--- src/rtl/serial_shift_pkg.sv ---
package serial_shift_pkg;

  // Mode of one word, frozen at its start strobe
  typedef struct packed {
    logic right;  // 1 = toward LSB
    logic arith;  // sign fill on right shift
    logic ovr;    // amount has a bit above the count field
  } shift_mode_t;

endpackage

--- src/rtl/ss_in_ctrl.sv ---
module ss_in_ctrl
  import serial_shift_pkg::*;
#(
  parameter int WORD_W = 16,
  parameter int AMT_W  = 16,
  parameter int CNT_W  = $clog2(WORD_W)
) (
  input  logic              clk_i,
  input  logic              rst_ni,
  input  logic              start_i,
  input  logic              right_i,
  input  logic              arith_i,
  input  logic [AMT_W-1:0]  amt_i,
  output logic              last_o,
  output shift_mode_t       mode_o,
  output logic [CNT_W-1:0]  n_o
);

  localparam logic [CNT_W-1:0] LAST = CNT_W'(WORD_W - 1);

  logic             busy_q;
  logic [CNT_W-1:0] cnt_q;
  shift_mode_t      mode_q;
  logic [CNT_W-1:0] n_q;

  always_ff @(posedge clk_i or negedge rst_ni) begin
    if (!rst_ni) begin
      busy_q <= 1'b0;
      cnt_q  <= '0;
      mode_q <= '0;
      n_q    <= '0;
    end else if (start_i) begin
      // a strobe always opens a fresh word
      busy_q       <= 1'b1;
      cnt_q        <= CNT_W'(1);
      mode_q.right <= right_i;
      mode_q.arith <= arith_i;
      mode_q.ovr   <= |amt_i[AMT_W-1:CNT_W];
      n_q          <= amt_i[CNT_W-1:0];
    end else if (busy_q) begin
      cnt_q <= cnt_q + CNT_W'(1);
      if (cnt_q == LAST) busy_q <= 1'b0;
    end
  end

  assign last_o = busy_q && (cnt_q == LAST) && !start_i;
  assign mode_o = mode_q;
  assign n_o    = n_q;


  restart_cnt_chk: assert property (@(posedge clk_i) disable iff (!rst_ni)
    start_i |=> (busy_q && cnt_q == CNT_W'(1)));


  mode_hold_chk: assert property (@(posedge clk_i) disable iff (!rst_ni)
    (busy_q && !start_i) |=> ($stable(mode_q) && $stable(n_q)));

endmodule

--- src/rtl/ss_tap_line.sv ---
module ss_tap_line #(
  parameter int DEPTH = 32
) (
  input  logic             clk_i,
  input  logic             rst_ni,
  input  logic             din_i,
  output logic [DEPTH-1:0] hist_o
);

  // hist_o[i] holds the bit sampled i+1 edges ago
  logic [DEPTH-1:0] stage_q;

  for (genvar g = 0; g < DEPTH; g++) begin : g_stage
    logic d;
    if (g == 0) begin : g_head
      assign d = din_i;
    end else begin : g_body
      assign d = stage_q[g-1];
    end
    always_ff @(posedge clk_i or negedge rst_ni) begin
      if (!rst_ni) stage_q[g] <= 1'b0;
      else         stage_q[g] <= d;
    end
  end

  assign hist_o = stage_q;

endmodule

--- src/rtl/ss_out_seq.sv ---
module ss_out_seq
  import serial_shift_pkg::*;
#(
  parameter int WORD_W = 16,
  parameter int CNT_W  = $clog2(WORD_W)
) (
  input  logic              clk_i,
  input  logic              rst_ni,
  input  logic              load_i,
  input  shift_mode_t       mode_i,
  input  logic [CNT_W-1:0]  n_i,
  input  logic              din_i,
  output logic              active_o,
  output logic              first_o,
  output logic [CNT_W-1:0]  cnt_o,
  output shift_mode_t       mode_o,
  output logic [CNT_W-1:0]  n_o,
  output logic              sign_o
);

  localparam logic [CNT_W-1:0] LAST = CNT_W'(WORD_W - 1);

  logic             active_q;
  logic [CNT_W-1:0] cnt_q;
  shift_mode_t      mode_q;
  logic [CNT_W-1:0] n_q;
  logic             sign_q;

  always_ff @(posedge clk_i or negedge rst_ni) begin
    if (!rst_ni) begin
      active_q <= 1'b0;
      cnt_q    <= '0;
      mode_q   <= '0;
      n_q      <= '0;
      sign_q   <= 1'b0;
    end else if (load_i) begin
      // din_i carries the top input bit in the load cycle
      active_q <= 1'b1;
      cnt_q    <= '0;
      mode_q   <= mode_i;
      n_q      <= n_i;
      sign_q   <= din_i;
    end else if (active_q) begin
      cnt_q <= cnt_q + CNT_W'(1);
      if (cnt_q == LAST) active_q <= 1'b0;
    end
  end

  assign active_o = active_q;
  assign first_o  = active_q && (cnt_q == '0);
  assign cnt_o    = cnt_q;
  assign mode_o   = mode_q;
  assign n_o      = n_q;
  assign sign_o   = sign_q;


  load_chk: assert property (@(posedge clk_i) disable iff (!rst_ni)
    load_i |=> (first_o && sign_q == $past(din_i)));


  strobe_gap_chk: assert property (@(posedge clk_i) disable iff (!rst_ni)
    first_o |=> !first_o);


  cnt_step_chk: assert property (@(posedge clk_i) disable iff (!rst_ni)
    (active_q && !load_i && cnt_q != LAST) |=> (active_q && cnt_q == $past(cnt_q) + CNT_W'(1)));

endmodule

--- src/rtl/ss_out_mux.sv ---
module ss_out_mux
  import serial_shift_pkg::*;
#(
  parameter int WORD_W = 16,
  parameter int DEPTH  = 2 * WORD_W,
  parameter int CNT_W  = $clog2(WORD_W),
  parameter int IDX_W  = $clog2(DEPTH)
) (
  input  logic              active_i,
  input  logic [CNT_W-1:0]  cnt_i,
  input  shift_mode_t       mode_i,
  input  logic [CNT_W-1:0]  n_i,
  input  logic              sign_i,
  input  logic [DEPTH-1:0]  hist_i,
  output logic              bit_o
);

  logic [IDX_W-1:0] idx_left;
  logic [IDX_W-1:0] idx_right;
  logic [CNT_W:0]   pos_sum;
  logic             fill;

  // left: tap older by n, right: tap younger by n
  assign idx_left  = IDX_W'(WORD_W - 1) + IDX_W'(n_i);
  assign idx_right = IDX_W'(WORD_W - 1) - IDX_W'(n_i);
  assign pos_sum   = {1'b0, cnt_i} + {1'b0, n_i};
  assign fill      = mode_i.arith & sign_i;

  always_comb begin
    bit_o = 1'b0;
    if (active_i) begin
      if (mode_i.ovr) begin
        bit_o = mode_i.right & fill;
      end else if (mode_i.right) begin
        if (pos_sum < (CNT_W+1)'(WORD_W)) bit_o = hist_i[idx_right];
        else                              bit_o = fill;
      end else begin
        if (cnt_i < n_i) bit_o = 1'b0;
        else             bit_o = hist_i[idx_left];
      end
    end
  end

endmodule

--- src/rtl/serial_shifter.sv ---
module serial_shifter
  import serial_shift_pkg::*;
#(
  parameter int WORD_W = 16,
  parameter int AMT_W  = 16
) (
  input  logic             clk_i,
  input  logic             rst_ni,
  input  logic             start_i,
  input  logic             din_i,
  input  logic [AMT_W-1:0] amt_i,
  input  logic             right_i,
  input  logic             arith_i,
  output logic             dout_o,
  output logic             ostart_o
);

  localparam int CNT_W = $clog2(WORD_W);
  localparam int DEPTH = 2 * WORD_W;
  localparam int IDX_W = $clog2(DEPTH);

  logic             last_w;
  shift_mode_t      in_mode_w;
  logic [CNT_W-1:0] in_n_w;
  logic [DEPTH-1:0] hist_w;
  logic             active_w;
  logic             first_w;
  logic [CNT_W-1:0] cnt_w;
  shift_mode_t      out_mode_w;
  logic [CNT_W-1:0] out_n_w;
  logic             sign_w;
  logic             bit_w;

  ss_in_ctrl #(.WORD_W(WORD_W), .AMT_W(AMT_W), .CNT_W(CNT_W)) u_in (
    .clk_i   (clk_i),
    .rst_ni  (rst_ni),
    .start_i (start_i),
    .right_i (right_i),
    .arith_i (arith_i),
    .amt_i   (amt_i),
    .last_o  (last_w),
    .mode_o  (in_mode_w),
    .n_o     (in_n_w)
  );

  ss_tap_line #(.DEPTH(DEPTH)) u_line (
    .clk_i  (clk_i),
    .rst_ni (rst_ni),
    .din_i  (din_i),
    .hist_o (hist_w)
  );

  ss_out_seq #(.WORD_W(WORD_W), .CNT_W(CNT_W)) u_seq (
    .clk_i    (clk_i),
    .rst_ni   (rst_ni),
    .load_i   (last_w),
    .mode_i   (in_mode_w),
    .n_i      (in_n_w),
    .din_i    (din_i),
    .active_o (active_w),
    .first_o  (first_w),
    .cnt_o    (cnt_w),
    .mode_o   (out_mode_w),
    .n_o      (out_n_w),
    .sign_o   (sign_w)
  );

  ss_out_mux #(.WORD_W(WORD_W), .DEPTH(DEPTH), .CNT_W(CNT_W), .IDX_W(IDX_W)) u_mux (
    .active_i (active_w),
    .cnt_i    (cnt_w),
    .mode_i   (out_mode_w),
    .n_i      (out_n_w),
    .sign_i   (sign_w),
    .hist_i   (hist_w),
    .bit_o    (bit_w)
  );

  assign dout_o   = bit_w;
  assign ostart_o = first_w;


  idle_quiet_chk: assert property (@(posedge clk_i) disable iff (!rst_ni)
    !active_w |-> (!dout_o && !ostart_o));


  ovr_zero_chk: assert property (@(posedge clk_i) disable iff (!rst_ni)
    (active_w && out_mode_w.ovr && !(out_mode_w.right && out_mode_w.arith)) |-> !dout_o);


  sign_top_chk: assert property (@(posedge clk_i) disable iff (!rst_ni)
    (active_w && out_mode_w.right && out_mode_w.arith && cnt_w == CNT_W'(WORD_W - 1))
      |-> (dout_o == sign_w));

endmodule

--- config.mk ---
export PLATFORM = sky130hd
export DESIGN_NAME = serial_shifter
export DESIGN_NICKNAME = d
export VERILOG_FILES = /design/src/rtl/serial_shift_pkg.sv /design/src/rtl/ss_in_ctrl.sv /design/src/rtl/ss_tap_line.sv /design/src/rtl/ss_out_seq.sv /design/src/rtl/ss_out_mux.sv /design/src/rtl/serial_shifter.sv
export SDC_FILE = /design/constraint.sdc
export NUM_CORES = 1
export LEC_CHECK = 0
export BUFFER_PORTS_ARGS = -buffer_cell sky130_fd_sc_hd__buf_2
export CAP_MARGIN = 20
export CORE_MARGIN = 2
export CORE_UTILIZATION = 55
export CTS_BUF_LIST = sky130_fd_sc_hd__clkbuf_8
export DETAILED_ROUTE_END_ITERATION = 10
export PLACE_DENSITY = 0.75
export SETUP_SLACK_MARGIN = 0.4
export SYNTH_ARGS = -nofsm -noshare
export SYNTH_HDL_FRONTEND = slang
export SYNTH_HIERARCHICAL = 1
export SYNTH_SLANG_ARGS = --single-unit
--- constraint.sdc ---
create_clock -name clk_i -period 3.1 [get_ports clk_i]
set_clock_uncertainty 0.1 [all_clocks]
set_input_delay 0.155 -clock clk_i [delete_from_list [all_inputs] [get_ports clk_i]]
set_output_delay 0.155 -clock clk_i [all_outputs]
set_load 0.005 [all_outputs]
==> results of run 1 <==
## cell type report
cell class	count	area [um2]
Multi-Input combinational cell	96	1020
Timing Repair Buffer	42	290
Fill cell	349	1710
Clock buffer	9	124
Tap cell	67	83.8
Clock inverter	7	63.8
Sequential cell	57	1430
Inverter	8	30.0
## cell usage after synthesis (2+ instances only)
library cell  instances
mux2_1                4
a21oi_1               2
buf_4                32
a21o_1                3
mux2i_1               4
and2_0                2
inv_1                 8
nor2_1                6
nand4_1               3
mux4_2                8
nor4_1                4
mux4_1                4
xnor2_1               3
nand2_1               3
mux2_4                3
nand3_1               4
dfrtp_1              57
mux2_2               10
nand2b_1              2
ha_1                 10
a211oi_1              2
buf_6                 3
xor2_1                3
## tightest hold or removal path: cells and delay by family
family | cells | cell delay (ns)
AOI/OAI and AO/OA | 1 | 0.12
buffers and inverters | 1 | 0.07
and+or+nand+nor | 2 | 0.13
## cell families (layout without fill, tap and decap cells)
kind of cell               after synthesis  in the layout  share of synthesized area (%)
AOI/OAI and AO/OA                       16             16                           4.43
xor gates and xnor gates                 6              6                           1.92
adders and majority gates               10             10                           4.57
buffers and inverters                   44             66                           11.3
DFF                                     57             57                           52.1
muxes                                   33             33                           19.3
and+or+nand+nor                         31             31                           6.48
## per-stage QoR
step                cells  util, %  instance area, um2  setup slack [ns]  power [W]
finish                286     64.1                3050             0.390    0.00170
global route          286     64.1                3050             0.307    0.00178
CTS                   279     62.9                2990             0.387    0.00171
detailed placement    255     56.6                2690             0.451    0.00104
global placement      255     56.6                2690             0.586    0.00102
floorplan             197        -                2740             0.792   0.000993
## what timing repair did
item,4_1_cts,5_1_grt
pin swaps,1,0
hold endpoints to repair,33,0
resized for setup,12,0
setup buffers,0,7
endpoints found under the setup margin,1,1
hold buffers,8,0
## sequential cells by signal, indices dropped and copies added (netlist names)
register and flops:
u_in/busy_q 1, u_in/cnt_q 4, u_in/mode_o 3, u_in/n_o 4
u_line/g_stage.d 31, u_line/hist_o 1, u_seq/active_o 1, u_seq/cnt_o 4
u_seq/mode_o 3, u_seq/n_o 4, u_seq/sign_o 1
## final timing paths
| path | start | depth (start not counted) | slack, ns | end |
|---|---|---|---|---|
| worst max-delay path | u_seq/n_o[0] | 5 | 0.39 | dout_o |
| worst min-delay path | amt_i[13] | 4 | 0.07 | u_in/mode_o[0] |
| worst max register to register | u_in/cnt_q[0] | 6 | 1.32 | u_seq/cnt_o[3] |
| worst min register to register | u_line/g_stage[26].d | 0 | 0.27 | u_line/g_stage[27].d |
| max in group asynchronous | rst_ni | 3 | 1.81 | u_seq/n_o[0] |
| min in group asynchronous | rst_ni | 2 | 0.25 | u_seq/cnt_o[3] |
## metal layers
metal	share of wire [%]	vias up	track usage [%]
li1	-	701	-
met1	39	821	22.0
met2	53	37	32.8
met3	5.1	14	9.35
met4	2.4	0	11.9
met5	0	-	0
## power groups by stage
| stage | Clock [W] | Combinational, W | Sequential (W) |
|---|---|---|---|
| global placement | 0 | 0.000170 | 0.000848 |
| floorplan | 0 | 0.000159 | 0.000834 |
| detailed placement | 0 | 0.000187 | 0.000851 |
| global route | 0.000702 | 0.000230 | 0.000847 |
| finish | 0.000647 | 0.000209 | 0.000839 |
| CTS | 0.000671 | 0.000203 | 0.000840 |
==> impl_metrics.tcl, run 1 <==
set metrics [dict create \
    status "finished, final reports clean" \
    die_area_um2 5560 \
    wl_um 5000 \
    vias_per_cell 5.50 \
    cts_buffer_depth 2 \
    vdd_ir_drop_max_uv 350 \
    max_stage_delay_ns 0.54 \
    synth_top_area_share_pct 52.1 \
    p_switching_w 0.000425 \
    hold_violations 0 \
    crit_path_start_kind "register" \
    hold_slack_ns 0.0745 \
    cp_max_fo 6 \
    cts_tree "yes" \
    vias 1573 \
    fp.coreArea_um2 4750 \
    synth_area_leaders "dfrtp_1 52%, buf_4 8.8%, mux4_2 6.6%" \
    drc 0 \
    cts-buffers-inserted 9 \
    crit_type "register to output port" \
    grt_start_max_net_pins 33 \
    yosysSeqAreaShare_pct 52.1 \
    synth_edf_count 0 \
    cts_max_level 3 \
    min_period_ns 2.71 \
    slew_headroom_pct 59.7 \
    p_clk_share_pct 38.2 \
    layout_commonest_cell "dfrtp_1" \
    path_common_cell "mux4_2" \
    grt_antenna_before_repair 0 \
    rows 25 \
    intPower_w 0.00127 \
    io_buffers 23 \
    tightestPinTransition_ns 0.604 \
    critPathRequiredTime_ns 2.84 \
    synth_cell_types 40 \
    path_delay_family "multiplexers" \
    tns_ns 0 \
    gp_congestion 0.796 \
    drtIter0Drc 66 \
    post_drt_wl_per_cell_um 17.5 \
    area_growth_pct 11.1 \
    die_h_um 74.6 \
    comb_power_share_pct 12.3 \
    most-common-layout-cells "55 x dfrtp_1, 23 x buf_2, 11 x mux4_2" \
    critPathBufInv 1 \
    grt_pass1_wl_um 7930 \
    leakage_nw 1.36 \
    ys_ff_latch 57 \
    timing.fmax_ghz 0.369 \
    drv_slew 0 \
    netlist_instances 197 \
    grt.overflow.total 0 \
    synth_top_area_cell "dfrtp_1" \
    powerDensity_nw_per_um2 557 \
    synth-async-reset-ratio_pct 100 \
    drive_gt1_share_pct 36.5 \
    grt_pass1_vias 1715 \
    crit_chain "mux4_2, mux4_2, mux2_4, a32o_1, buf_2" \
    clock_latency_ns 0.35 \
    cts-root-buf "clkbuf_8" \
    start_util_pct 57.6 \
    worstHoldPathType "input pin to register" \
    yosysWarningCount 6 \
    ys.flop_type "dfrtp_1" \
    top_level_ports 24 \
    syn_avg_cell_area_um2 13.9 \
    antenna_cells 0 \
    syn_area_um2 2740 \
    rsz0062_at_grt "yes" \
    hpwl_um 3420 \
    cap_violations 0 \
    ant_nets 0 \
    fin_nets 246 \
    slowest_stage "mux4_2" \
    cts.sink_count 57 \
    cp_data_arrival_time_ns 2.46 \
    die_width_um 74.6 \
    clk_pin_slew_ns 0.06 \
    firstDrtPassIters 4 \
    pwr-share-seq_pct 49.5 \
    grt_util_all_layers_pct 20.3 \
    cp-end-kind "output port" \
    switching_share_pct 25.1 \
    synth_nets 229 \
    final-setup-viol-count 0 \
    finalCritPeriodShare_pct 87.4 \
]
Power figures use the tool's default switching activity.
==> run 2, diff against run 1 <==
PLACE_DENSITY = 0.73   (was 0.75)
==> impl_metrics.tcl, run 2 (same netlist as run 1, synthesis figures left out) <==
set metrics [dict create \
    grt_pass1_wl_um 7850 \
    final-setup-viol-count 0 \
    slowest_stage "mux4_2" \
    start_util_pct 57.6 \
    tightestPinTransition_ns 0.674 \
    path_common_cell "mux4_2" \
    hpwl_um 3170 \
    worstHoldPathType "input pin to register" \
    vias 1517 \
    multi_input_area_um2 1030 \
    placed_cells 254 \
    grt_util_all_layers_pct 20.1 \
    drc 0 \
    finalCritPeriodShare_pct 85.7 \
    max_stage_delay_ns 0.50 \
    leakage_nw 1.37 \
    cp-end-kind "output port" \
    pwr-share-seq_pct 45.9 \
    firstDrtPassIters 4 \
    die_area_um2 5560 \
    sequential_cell_area_um2 1430 \
    slew_headroom_pct 55.1 \
    fp.coreArea_um2 4750 \
    drtIter0Drc 67 \
    gp_congestion 0.837 \
    io_buffers 23 \
    powerDensity_nw_per_um2 590 \
    drive_gt1_share_pct 39.3 \
    grt_start_max_net_pins 32 \
    switching_share_pct 23.1 \
    grt_pass1_vias 1670 \
    ant_nets 0 \
    die_width_um 74.6 \
    cap_violations 0 \
    comb_power_share_pct 11.4 \
    hold_violations 0 \
    cts_tree "yes" \
    largest_reg_flops 31 \
    fin_cells 286 \
    min_period_ns 2.66 \
    crit_chain "buf_6, mux4_2, mux4_2, mux2_4, a32o_1, buf_2" \
    vias_per_cell 5.30 \
    crit_path_start_kind "register" \
    critical_path_depth 6 \
    cts_buffer_depth 2 \
    clk_pin_slew_ns 0.07 \
    reg2reg_depth 6 \
    top_level_ports 24 \
    timing.fmax_ghz 0.376 \
    layout_commonest_cell "dfrtp_1" \
    min_path_cells 4 \
    cts-root-buf "clkbuf_8" \
    rows 25 \
    rsz0062_at_grt "yes" \
    tns_ns 0 \
    critPathBufInv 2 \
    setup_ws_ns 0.442 \
    cp_data_arrival_time_ns 2.40 \
    status "finished, final reports clean" \
    vdd_ir_drop_max_uv 334 \
    die_h_um 74.6 \
    fillers 354 \
    post-place-ws_ns 0.401 \
    crit_type "register to output port" \
    area_growth_pct 12.7 \
    p_switching_w 0.000421 \
    critPathRequiredTime_ns 2.84 \
    path_delay_family "multiplexers" \
    p_clk_share_pct 42.6 \
    grt_antenna_before_repair 0 \
    wl_um 4680 \
    drv_slew 0 \
    antenna_cells 0 \
    fin_nets 246 \
    clock_latency_ns 0.33 \
    grt.overflow.total 0 \
    most-common-layout-cells "54 x dfrtp_1, 24 x buf_2, 11 x clkbuf_8, 11 x mux4_2, 10 x mux2_2" \
    cts.sink_count 57 \
    cts_max_level 3 \
    intPower_w 0.00140 \
    cp_max_fo 5 \
    cts-buffers-inserted 9 \
    r2r_slack_ns 1.32 \
    post_drt_wl_per_cell_um 16.4 \
]
==> run 2: worst min-delay path: cells and delay by family <==
| family | cells | cell delay, ns |
|---|---|---|
| AOI/OAI and AO/OA | 1 | 0.12 |
| and+or+nand+nor | 2 | 0.12 |
| buffers and inverters | 1 | 0.08 |
==> run 2: worst paths after layout <==
| check | startpoint | to |
|---|---|---|
| max | u_seq/n_o[0] | dout_o |
| min | amt_i[8] | u_in/mode_o[0] |
| max reg2reg | u_in/cnt_q[0] | u_seq/cnt_o[3] |
| min reg2reg | u_line/g_stage[20].d | u_line/g_stage[21].d |
| max in group asynchronous | rst_ni | u_seq/n_o[1] |
| min in group asynchronous | rst_ni | u_seq/cnt_o[1] |
==> run 2: final cells by class <==
class                      instances  share of cell area [%]
clock buffer                      11                    4.90
inverter                           8                   0.972
timing repair buffer              42                    9.16
tap                               67                    2.71
sequential                        57                    46.3
clock inverter                     5                    2.51
multi-input combinational         96                    33.4
==> run 2: power by group through the flow <==
stage	sequential, W	clock [W]	combinational [W]
2_1_floorplan	0.000834	0	0.000159
3_3_place_gp	0.000849	0	0.000167
3_5_place_dp	0.000853	0	0.000180
4_1_cts	0.000837	0.000798	0.000202
5_1_grt	0.000843	0.000832	0.000232
6_report	0.000837	0.000776	0.000208
==> run 2: stage by stage <==
step | util [%] | hold slack (ns) | cell area, um2 | power [W]
2_1_floorplan | - | -0.241 | 2740 | 0.000993
3_3_place_gp | 56.4 | 0.103 | 2680 | 0.00102
3_5_place_dp | 56.4 | 0.131 | 2680 | 0.00103
4_1_cts | 64.2 | 0.0531 | 3050 | 0.00184
5_1_grt | 64.9 | 0.0700 | 3090 | 0.00191
6_report | 64.9 | 0.0736 | 3090 | 0.00182
==> run 2: timing repair <==
item / 4_1_cts / 5_1_grt
gates resized for setup: 13 / 2
pin swaps: 1 / 1
setup buffers: 5 / 3
hold endpoints to repair: 38 / 0
hold buffers: 8 / 0
endpoints found under the setup margin: 1 / 1
==> run 2: per-layer routing <==
layer	vias up	track usage, %	share of wire [%]
met5	-	0	0
met4	0	10.9	2.0
met3	13	8.81	5.1
met2	32	30.2	51
met1	772	24.6	41
li1	700	-	-
==> run 3, diff against run 2 <==
--- a/config.mk
+++ b/config.mk
@@ -8,5 +8,5 @@
 export BUFFER_PORTS_ARGS = -buffer_cell sky130_fd_sc_hd__buf_2
 export CAP_MARGIN = 20
-export CORE_MARGIN = 2
+export CORE_MARGIN = 4
 export CORE_UTILIZATION = 55
 export CTS_BUF_LIST = sky130_fd_sc_hd__clkbuf_8
==> constraint.sdc (replaced) <==
create_clock -name clk_i -period 3.1 [get_ports clk_i]
set_clock_uncertainty 0.1 [all_clocks]
set_input_delay 0.465 -clock clk_i [delete_from_list [all_inputs] [get_ports clk_i]]
set_output_delay 0.465 -clock clk_i [all_outputs]
set_load 0.005 [all_outputs]
==> impl_metrics.tcl, run 3 (same netlist as run 1, synthesis figures left out) <==
set metrics [dict create \
    timing.fmax_ghz 0.333 \
    layout_commonest_cell "dfrtp_1" \
    powerDensity_nw_per_um2 630 \
    drtIter0Drc 66 \
    r2r-start "u_in/cnt_q[0]" \
    most-common-layout-cells "55 x dfrtp_1, 23 x buf_2, 11 x clkbuf_8" \
    hold_violations 0 \
    cts-buffers-inserted 9 \
    path_common_cell "mux4_2" \
    placed_cells 257 \
    slew_headroom_pct 58.4 \
    cts_max_level 3 \
    vias 1465 \
    io_buffers 23 \
    fillers 355 \
    grt_start_max_net_pins 30 \
    rsz0062_at_grt "yes" \
    post-place-ws_ns 0.246 \
    worstHoldPathType "input pin to asynchronous set/reset pin" \
    fin_nets 235 \
    leakage_nw 1.34 \
    drc 0 \
    start_util_pct 57.3 \
    wl_um 4700 \
    vdd_ir_drop_max_uv 324 \
    tightestPinTransition_ns 0.623 \
    crit_path_start_kind "register" \
    cp_max_fo 6 \
    clk_pin_slew_ns 0.06 \
    status "finished, final reports clean" \
    place_area_um2 2710 \
    final-setup-viol-count 0 \
    largest_reg_flops 31 \
    vias_per_cell 5.33 \
    cp-end-kind "output port" \
    cp_data_arrival_time_ns 2.43 \
    cts.sink_count 57 \
    ant_nets 0 \
    die_h_um 78.6 \
    cts_tree "yes" \
    grt_pass1_wl_um 8140 \
    clock_latency_ns 0.33 \
    post_drt_wl_per_cell_um 17.1 \
    finalCritPeriodShare_pct 96.8 \
    grt_antenna_before_repair 0 \
    critPathRequiredTime_ns 2.53 \
    drv_slew 0 \
    crit_chain "buf_6, mux4_2, mux4_2, mux2_4, a32o_1, buf_2" \
    grt.overflow.total 0 \
    crit_type "register to output port" \
    cap_violations 0 \
    top_level_ports 24 \
    tns_ns 0 \
    slowest_stage "mux4_2" \
    fp.coreArea_um2 4790 \
    gp_congestion 0.817 \
    totalPowerFinal_w 0.00189 \
    setup_ws_ns 0.101 \
    max_stage_delay_ns 0.48 \
    firstDrtPassIters 5 \
    cts-root-buf "clkbuf_8" \
    grt_util_all_layers_pct 17.7 \
    grt_pass1_vias 1636 \
    area_growth_pct 9.63 \
    die_width_um 78.6 \
    hpwl_um 3340 \
    worstSetupStartpoint "u_seq/n_o[0]" \
    min_period_ns 3.00 \
    fin_cells 275 \
    postLayoutCellArea_um2 3000 \
    drive_gt1_share_pct 38.0 \
    die_area_um2 6180 \
    cts_buffer_depth 2 \
    antenna_cells 0 \
    rows 25 \
]
## run 3: cell types whose count changed in the layout (fill, tap and decap cells not counted), sizes merged
| cell | previous run | this run |
|---|---|---|
| dlygate4sd3 | 8 | 0 |
| clkinvlp | 1 | 0 |
| buf | 34 | 31 |
| clkinv | 2 | 1 |
| inv | 8 | 9 |
| bufinv | 2 | 3 |
## run 3: cell type report
cell class	count	area (um2)	area share (%)
sequential	57	1430	47.6
multi-input combinational	96	1030	34.2
timing repair buffer	31	179	5.96
clock buffer	11	151	5.04
clock inverter	5	103	3.42
tap	67	83.8	2.79
inverter	8	30.0	1.00
## run 3: critical path: cells and delay by family (launching register included)
| kind | cells | cell delay, ns |
|---|---|---|
| buffers and inverters | 2 | 0.25 |
| muxes | 3 | 1.20 |
| DFF | 1 | 0.43 |
| AOI/OAI and AO/OA | 1 | 0.23 |
## run 3: what timing repair did
item,4_1_cts,5_1_grt
hold buffers,0,0
gates resized for setup,8,3
pin swaps,2,0
setup buffers,2,0
setup endpoints to repair,1,1
## run 3: worst paths after layout
path	depth (start not counted)	end	slack (ns)
min in group clk_i	1	u_line/g_stage[1].d	0.16
max reg2reg	6	u_seq/cnt_o[3]	1.33
min reg2reg	0	u_line/g_stage[3].d	0.28
min	1	u_line/g_stage[25].d	0.05
max in group asynchronous	2	u_seq/n_o[2]	2.19
max	6	dout_o	0.10
## run 3: stage by stage
stage | hold WS (ns) | utilization (%)
after floorplan | 0.0694 | -
after global placement | 0.258 | 56.5
after detailed placement | 0.257 | 56.5
after CTS | 0.0565 | 62.5
after global routing | 0.0853 | 62.8
final | 0.0507 | 62.8
## run 3: layer usage
metal  part of all wire, %  global-route usage [%]
met2                    52                    28.9
met5                     0                       0
met1                    43                    22.0
met4                  0.72                    5.94
met3                   3.6                    6.19
## run 3: where the power goes
part | total, W | internal (W) | leakage [nW] | switching (W)
sequential | 0.000837 | 0.000792 | 0.671 | 0.0000446
clock | 0.000861 | 0.000576 | 0.131 | 0.000285
combinational | 0.000194 | 0.000105 | 0.540 | 0.0000890
